File: src/rtl/bqs_pkg.sv
package bqs_pkg;

    typedef enum logic [3:0] {
        ST_OFF,
        ST_ON_PULSE,
        ST_ON_GATE,
        ST_ON_RELEASE,
        ST_ON_MST,
        ST_ON_SLV,
        ST_UNDO_MST,
        ST_ON,
        ST_OFF_SLV,
        ST_OFF_MST,
        ST_REEN_SLV,
        ST_OFF_GATE
    } seq_state_e;

endpackage

File: src/rtl/ack_sync.sv
module ack_sync #(
    parameter int STAGES  = 2,
    parameter int WIDTH   = 2,
    parameter bit RST_VAL = 1'b1
) (
    input  logic             clk,
    input  logic             rst_n,
    input  logic [WIDTH-1:0] din,
    output logic [WIDTH-1:0] dout
);

    for (genvar i = 0; i < WIDTH; i++) begin : g_bit
        logic [STAGES-1:0] sr;
        always_ff @(posedge clk or negedge rst_n) begin
            if (!rst_n) sr <= {STAGES{RST_VAL}};
            else        sr <= {sr[STAGES-2:0], din[i]};
        end
        assign dout[i] = sr[STAGES-1];
    end

endmodule

File: src/rtl/step_timer.sv
module step_timer #(
    parameter int W = 6
) (
    input  logic         clk,
    input  logic         rst_n,
    input  logic         load,
    input  logic [W-1:0] load_val,
    output logic         expired
);

    logic [W-1:0] cnt;

    always_ff @(posedge clk or negedge rst_n) begin
        if (!rst_n)          cnt <= '0;
        else if (load)       cnt <= load_val;
        else if (cnt != '0)  cnt <= cnt - 1'b1;
    end

    assign expired = (cnt == '0);

endmodule

File: src/rtl/bridge_quiesce_seq.sv
module bridge_quiesce_seq
    import bqs_pkg::*;
#(
    parameter int PULSE_CYCLES = 32,
    parameter int ACK_TIMEOUT  = 16,
    parameter int SYNC_STAGES  = 2
) (
    input  logic clk,
    input  logic rst_n,
    input  logic island_on,
    input  logic pwr_on_req,
    input  logic pwr_off_req,
    input  logic rst_req,
    input  logic mst_ack,
    input  logic slv_ack,
    output logic mst_stop,
    output logic slv_stop,
    output logic sub_clk_en,
    output logic sub_rst_n,
    output logic done,
    output logic err,
    output logic rst_status
);

    localparam int LIMIT = (PULSE_CYCLES > ACK_TIMEOUT) ? PULSE_CYCLES : ACK_TIMEOUT;
    localparam int TW    = $clog2(LIMIT + 1);

    seq_state_e state, state_n;
    logic       cycle_q, cycle_n;
    logic       done_n, err_n;
    logic [1:0] ack_s;
    logic       mst_ack_s, slv_ack_s;
    logic       tmr_load, tmr_exp;
    logic [TW-1:0] tmr_val;

    ack_sync #(.STAGES(SYNC_STAGES), .WIDTH(2), .RST_VAL(1'b1)) u_sync (
        .clk  (clk),
        .rst_n(rst_n),
        .din  ({slv_ack, mst_ack}),
        .dout (ack_s)
    );
    assign mst_ack_s = ack_s[0];
    assign slv_ack_s = ack_s[1];

    assign tmr_load = (state_n != state);
    assign tmr_val  = (state_n == ST_ON_PULSE) ? TW'(PULSE_CYCLES - 1) : TW'(ACK_TIMEOUT - 1);

    step_timer #(.W(TW)) u_timer (
        .clk     (clk),
        .rst_n   (rst_n),
        .load    (tmr_load),
        .load_val(tmr_val),
        .expired (tmr_exp)
    );

    always_comb begin
        state_n = state;
        cycle_n = cycle_q;
        done_n  = 1'b0;
        err_n   = 1'b0;
        unique case (state)
            ST_OFF: begin
                cycle_n = 1'b0;
                if (rst_req)          err_n   = 1'b1;
                else if (pwr_off_req) done_n  = 1'b1;
                else if (pwr_on_req)  state_n = ST_ON_PULSE;
            end
            ST_ON: begin
                cycle_n = 1'b0;
                if (rst_req) begin
                    if (island_on) begin
                        state_n = ST_OFF_SLV;
                        cycle_n = 1'b1;
                    end else begin
                        err_n = 1'b1;
                    end
                end
                else if (pwr_off_req) state_n = ST_OFF_SLV;
                else if (pwr_on_req)  done_n  = 1'b1;
            end
            ST_ON_PULSE:   if (tmr_exp) state_n = ST_ON_GATE;
            ST_ON_GATE:    state_n = ST_ON_RELEASE;
            ST_ON_RELEASE: state_n = ST_ON_MST;
            ST_ON_MST: begin
                if (!mst_ack_s) state_n = ST_ON_SLV;
                else if (tmr_exp) begin
                    state_n = ST_OFF;
                    err_n   = 1'b1;
                end
            end
            ST_ON_SLV: begin
                if (!slv_ack_s) begin
                    state_n = ST_ON;
                    done_n  = 1'b1;
                end
                else if (tmr_exp) state_n = ST_UNDO_MST;
            end
            ST_UNDO_MST: begin
                if (mst_ack_s || tmr_exp) begin
                    state_n = ST_OFF;
                    err_n   = 1'b1;
                end
            end
            ST_OFF_SLV: begin
                if (slv_ack_s) state_n = ST_OFF_MST;
                else if (tmr_exp) begin
                    state_n = ST_ON;
                    err_n   = 1'b1;
                end
            end
            ST_OFF_MST: begin
                if (mst_ack_s)    state_n = ST_OFF_GATE;
                else if (tmr_exp) state_n = ST_REEN_SLV;
            end
            ST_REEN_SLV: begin
                if (!slv_ack_s || tmr_exp) begin
                    state_n = ST_ON;
                    err_n   = 1'b1;
                end
            end
            ST_OFF_GATE: begin
                if (cycle_q) state_n = ST_ON_PULSE;
                else begin
                    state_n = ST_OFF;
                    done_n  = 1'b1;
                end
            end
            default: state_n = ST_OFF;
        endcase
    end

    always_ff @(posedge clk or negedge rst_n) begin
        if (!rst_n) begin
            state   <= ST_OFF;
            cycle_q <= 1'b0;
        end else begin
            state   <= state_n;
            cycle_q <= cycle_n;
        end
    end

    always_ff @(posedge clk or negedge rst_n) begin
        if (!rst_n) begin
            sub_clk_en <= 1'b0;
            sub_rst_n  <= 1'b0;
            mst_stop   <= 1'b1;
            slv_stop   <= 1'b1;
            done       <= 1'b0;
            err        <= 1'b0;
        end else begin
            done <= done_n;
            err  <= err_n;
            unique case (state_n)
                ST_ON_PULSE: begin
                    sub_clk_en <= 1'b1;
                    sub_rst_n  <= 1'b0;
                    mst_stop   <= 1'b1;
                    slv_stop   <= 1'b1;
                end
                ST_ON_GATE:    sub_clk_en <= 1'b0;
                ST_ON_RELEASE: sub_rst_n  <= 1'b1;
                ST_ON_MST: begin
                    sub_clk_en <= 1'b1;
                    mst_stop   <= 1'b0;
                end
                ST_ON_SLV:   slv_stop <= 1'b0;
                ST_UNDO_MST: mst_stop <= 1'b1;
                ST_OFF_SLV:  slv_stop <= 1'b1;
                ST_OFF_MST:  mst_stop <= 1'b1;
                ST_REEN_SLV: slv_stop <= 1'b0;
                ST_OFF_GATE, ST_OFF: begin
                    sub_clk_en <= 1'b0;
                    sub_rst_n  <= 1'b0;
                end
                default: ;
            endcase
        end
    end

    assign rst_status = ~sub_rst_n;

    // reset is released only while the clock is gated
    assert_release_gated_R2: assert property (@(posedge clk) disable iff (!rst_n)
        $rose(sub_rst_n) |-> !sub_clk_en);

    // the master side un-stops only while the slave side is still stopped
    assert_master_first_R3: assert property (@(posedge clk) disable iff (!rst_n)
        $fell(mst_stop) |-> slv_stop);

    // the master side is stopped only after the slave side was stopped
    assert_slave_first_R4: assert property (@(posedge clk) disable iff (!rst_n)
        (state == ST_OFF_MST) |-> slv_stop);

    // reset is asserted only with the clock gated
    assert_reset_gated_R4: assert property (@(posedge clk) disable iff (!rst_n)
        $fell(sub_rst_n) |-> !sub_clk_en);

    // one outcome per operation
    assert_single_result_R5: assert property (@(posedge clk) disable iff (!rst_n)
        !(done && err));

    // reset refused while the parent island is down
    assert_refuse_reset_R9: assert property (@(posedge clk) disable iff (!rst_n)
        (state == ST_ON && rst_req && !island_on) |=> (err && sub_rst_n && sub_clk_en));

endmodule

File: config.mk
export PLATFORM = sky130hd
export DESIGN_NAME = bridge_quiesce_seq
export DESIGN_NICKNAME = d
export VERILOG_FILES = /design/src/rtl/bqs_pkg.sv /design/src/rtl/ack_sync.sv /design/src/rtl/step_timer.sv /design/src/rtl/bridge_quiesce_seq.sv
export SDC_FILE = /design/constraint.sdc
export NUM_CORES = 1
export LEC_CHECK = 0
export BUFFER_PORTS_ARGS = -buffer_cell sky130_fd_sc_hd__buf_4
export CAP_MARGIN = 5
export CORE_UTILIZATION = 35
export DETAILED_ROUTE_END_ITERATION = 16
export PLACE_DENSITY = 0.6
export SETUP_SLACK_MARGIN = 0.4
export SYNTH_ARGS = -nofsm -noshare
export SYNTH_HDL_FRONTEND = slang
export SYNTH_HIERARCHICAL = 1
export SYNTH_SLANG_ARGS = --single-unit
File: constraint.sdc
create_clock -name clk -period 8.1 [get_ports clk]
set_input_delay 2.43 -clock clk [delete_from_list [all_inputs] [get_ports clk]]
set_output_delay 2.43 -clock clk [all_outputs]
set_load 0.005 [all_outputs]
==> results_dict.tcl <==
set metrics [dict create \
    route.detailed.drc 0 \
    tightestPinTransition_ps 922.6 \
    maxCapViolCount 0 \
    clk_root_buffer_cell "sky130_fd_sc_hd__clkbuf_8" \
    hold_class "flop to flop" \
    layout.filler_cells 422 \
    setup.worst_path.start_class "input pin" \
    syn-cell-area_um2 1475 \
    critPathSlowestCell "sky130_fd_sc_hd__a2111o_1" \
    synth_ff_type "sky130_fd_sc_hd__dfrtp_1" \
    cts_resized 0 \
    count_of_hold_buffers_inserted_by_post_cts_repair 0 \
    worst_case_register_to_register_setup_slack_ps 4170 \
    layout-area-overhead-vs-synth_pct 8.906 \
    globalRoute.totalOverflow 0 \
    setup_total_negative_slack_ps 0 \
    initialDrtViolationCount 107 \
    layout-drive-gt1-share_pct 26.99 \
    dieWidth_um 66.92 \
    crit_fanout 11 \
    firstDrtPassIters 4 \
    tritoncts.num_buffers 3 \
    criticalPathCategory "input pin to flop" \
    hold_depth 0 \
    crit_path_cell_trace "buf_4, mux2i_1, nand2_4, nand3_1, or2_1, o22ai_1, a2111o_1, o41ai_1" \
    synth_edf_count 0 \
    initial_antenna_violation_count 0 \
    finalInstanceArea_um2 1607 \
    finalMaxSlewViolations 0 \
    route.final.wire_length_um 3047 \
    worst_ep_required_time_ps 8250 \
    critPathArrivalTime_ps 4320 \
    global_route_wire_length_before_repair_um 5382 \
    final_period_minus_worst_setup_slack_ps 4167 \
    proportion_of_synthesized_flip_flops_having_asynchronous_set_or_reset_pct 100.0 \
    ioPinCount 15 \
    initial_core_util_pct 36.61 \
    clk-insertion-delay-late_ps 260 \
    die_height_um 66.92 \
    timing.final.ws_setup_ps 3933 \
    num-nets-final 174 \
    htree_levels 1 \
    finalWeightedCongestion 0.8529 \
    postPlaceCellArea_um2 1562 \
    timing_hold_violations_final 0 \
    vias_in_the_first_global_route 1118 \
    cts_setup_buffers 0 \
    synth.yosys.warnings 6 \
    timing.hold.ws_ps 357.4 \
    clock_tree.buffer_depth 2 \
    std_cell_core_area_um2 4029 \
    post-dp-hpwl_um 2245 \
    post-route-period-util_pct 51.44 \
    routedWlPerCell_um 14.31 \
    ff2ff_path_depth 10 \
    layout.cells.most_common_list "sky130_fd_sc_hd__dfrtp_1 (15), sky130_fd_sc_hd__buf_4 (14), sky130_fd_sc_hd__nor2_1 (13)" \
    timing.clock.skew_ps 2.479 \
    worst_setup_hold_path_clk_slew_ps 80 \
    die_area_um2 4478 \
    synthesis.instances 153 \
    ys_seq_elements 21 \
    synth.avg_cell_area_um2 9.642 \
    p_leak_nw 0.6881 \
    vias_per_cell 5.451 \
    clock-sinks 21 \
    setup_viol_count_final 0 \
    ir_worst_vdd_uv 165.1 \
    final_antenna_net_count 0 \
    num_antenna_cells 0 \
    mostFrequentLayoutCell "sky130_fd_sc_hd__dfrtp_1" \
    critical-path-max-stage-delay_ps 440 \
    grt_use_total_pct 16.12 \
    power.density_nw_per_um2 375.1 \
    final_cells 213 \
    vias 1161 \
    place_ws_ps 3626 \
    power.total_mw 0.6027 \
    clock.fmax_mhz 240.0 \
    setup.worst_path.end_class "flop" \
    status "completed" \
    grt_max_degree 22 \
    placed_cells 209 \
    yosys.cell_types.count 60 \
    cts_tree "done" \
    fin_util_pct 39.88 \
    placement_rows 23 \
    port_buffer_count 14 \
    maxSlewHeadroom_pct 38.27 \
    sequential_cell_area_fraction_in_the_yosys_report_pct 36.13 \
    rsz0062_at_grt "false" \
]
==> area by class of cell <==
class	count	area [µm²]	area share, %
clock buffer	4	45.04	2.804
inverter	13	48.80	3.037
multi-input combinational	111	812.0	50.55
sequential	21	533.0	33.18
tap	50	62.56	3.894
timing repair buffer	14	105.1	6.542
==> registers in the layout, summed over array words and instances, names as in the netlist <==
| register | count |
|---|---|
| err | 1 |
| done | 1 |
| slv_stop | 1 |
| u_sync/g_bit.sr | 4 |
| sub_rst_n | 1 |
| state | 4 |
| sub_clk_en | 1 |
| cycle_q | 1 |
| u_timer/cnt | 6 |
| mst_stop | 1 |
==> power by group <==
| part | switching (mW) | internal (mW) | leakage (nW) |
|---|---|---|---|
| Sequential | 0.0545 | 0.147 | 0.253 |
| Clock | 0.0338 | 0.0351 | 0.0228 |
| Combinational | 0.179 | 0.153 | 0.413 |
==> synth_stat cells (2+ instances only) <==
cell type | number | area [µm²]
sky130_fd_sc_hd__a211oi_2 | 2 | 25.02
sky130_fd_sc_hd__a21oi_1 | 5 | 25.02
sky130_fd_sc_hd__a32o_1 | 2 | 20.02
sky130_fd_sc_hd__buf_2 | 2 | 10.01
sky130_fd_sc_hd__buf_4 | 3 | 22.52
sky130_fd_sc_hd__buf_6 | 5 | 56.30
sky130_fd_sc_hd__conb_1 | 2 | 7.510
sky130_fd_sc_hd__dfrtp_1 | 15 | 375.4
sky130_fd_sc_hd__dfstp_2 | 6 | 157.7
sky130_fd_sc_hd__ha_1 | 2 | 25.02
sky130_fd_sc_hd__inv_1 | 8 | 30.03
sky130_fd_sc_hd__inv_2 | 4 | 15.01
sky130_fd_sc_hd__mux2i_1 | 3 | 30.03
sky130_fd_sc_hd__nand2_1 | 9 | 33.78
sky130_fd_sc_hd__nand2b_1 | 2 | 12.51
sky130_fd_sc_hd__nand3_1 | 5 | 25.02
sky130_fd_sc_hd__nand3_2 | 2 | 20.02
sky130_fd_sc_hd__nor2_1 | 13 | 48.80
sky130_fd_sc_hd__nor2b_1 | 6 | 37.54
sky130_fd_sc_hd__nor3_1 | 3 | 15.01
sky130_fd_sc_hd__o21a_1 | 2 | 15.01
sky130_fd_sc_hd__o21ai_0 | 5 | 25.02
sky130_fd_sc_hd__o21ai_1 | 2 | 10.01
sky130_fd_sc_hd__o22ai_1 | 2 | 12.51
sky130_fd_sc_hd__o311ai_1 | 2 | 17.52
sky130_fd_sc_hd__o31ai_1 | 3 | 22.52
sky130_fd_sc_hd__o41ai_1 | 2 | 17.52
sky130_fd_sc_hd__xnor2_1 | 4 | 35.03
==> path summary, 6_finish.rpt <==
check                                 startpoint                     to
max                                      rst_req         u_timer/cnt[5]
min                        u_sync/g_bit[0].sr[0]  u_sync/g_bit[0].sr[1]
max reg2reg                       u_timer/cnt[0]         u_timer/cnt[5]
min reg2reg                u_sync/g_bit[0].sr[0]  u_sync/g_bit[0].sr[1]
max in group asynchronous                  rst_n  u_sync/g_bit[0].sr[1]
min in group asynchronous                  rst_n              sub_rst_n
==> metal layers <==
layer / vias to the layer above / wire length [µm] / part of all wire, % / global-route usage, %
met2: 25 / 1489 / 49 / 27.27
met3: 7 / 91 / 3.0 / 3.082
met4: 0 / 59 / 1.9 / 6.383
li1: 559 / - / - / -
met5: - / 0 / 0 / 0
met1: 570 / 1407 / 46 / 19.85
==> worst max-delay path: cells and delay by family <==
family	cells	cell delay, ps
AO/OA/AOI/OAI	3	980
multiplexers	1	300
buffers and inverters	1	110
AND/OR/NAND/NOR	3	490
==> kinds of logic after synthesis <==
group | count (synthesis) | share of synthesized area, %
compound gates | 42 | 23.41
flops | 21 | 36.13
other cells | 2 | 0.5091
mux | 3 | 2.036
fa+ha+maj | 2 | 1.696
xor+xnor | 5 | 2.968
buf+inv | 24 | 9.583
simple gates | 54 | 23.66
Note: power is estimated with default switching activity, not from simulation.
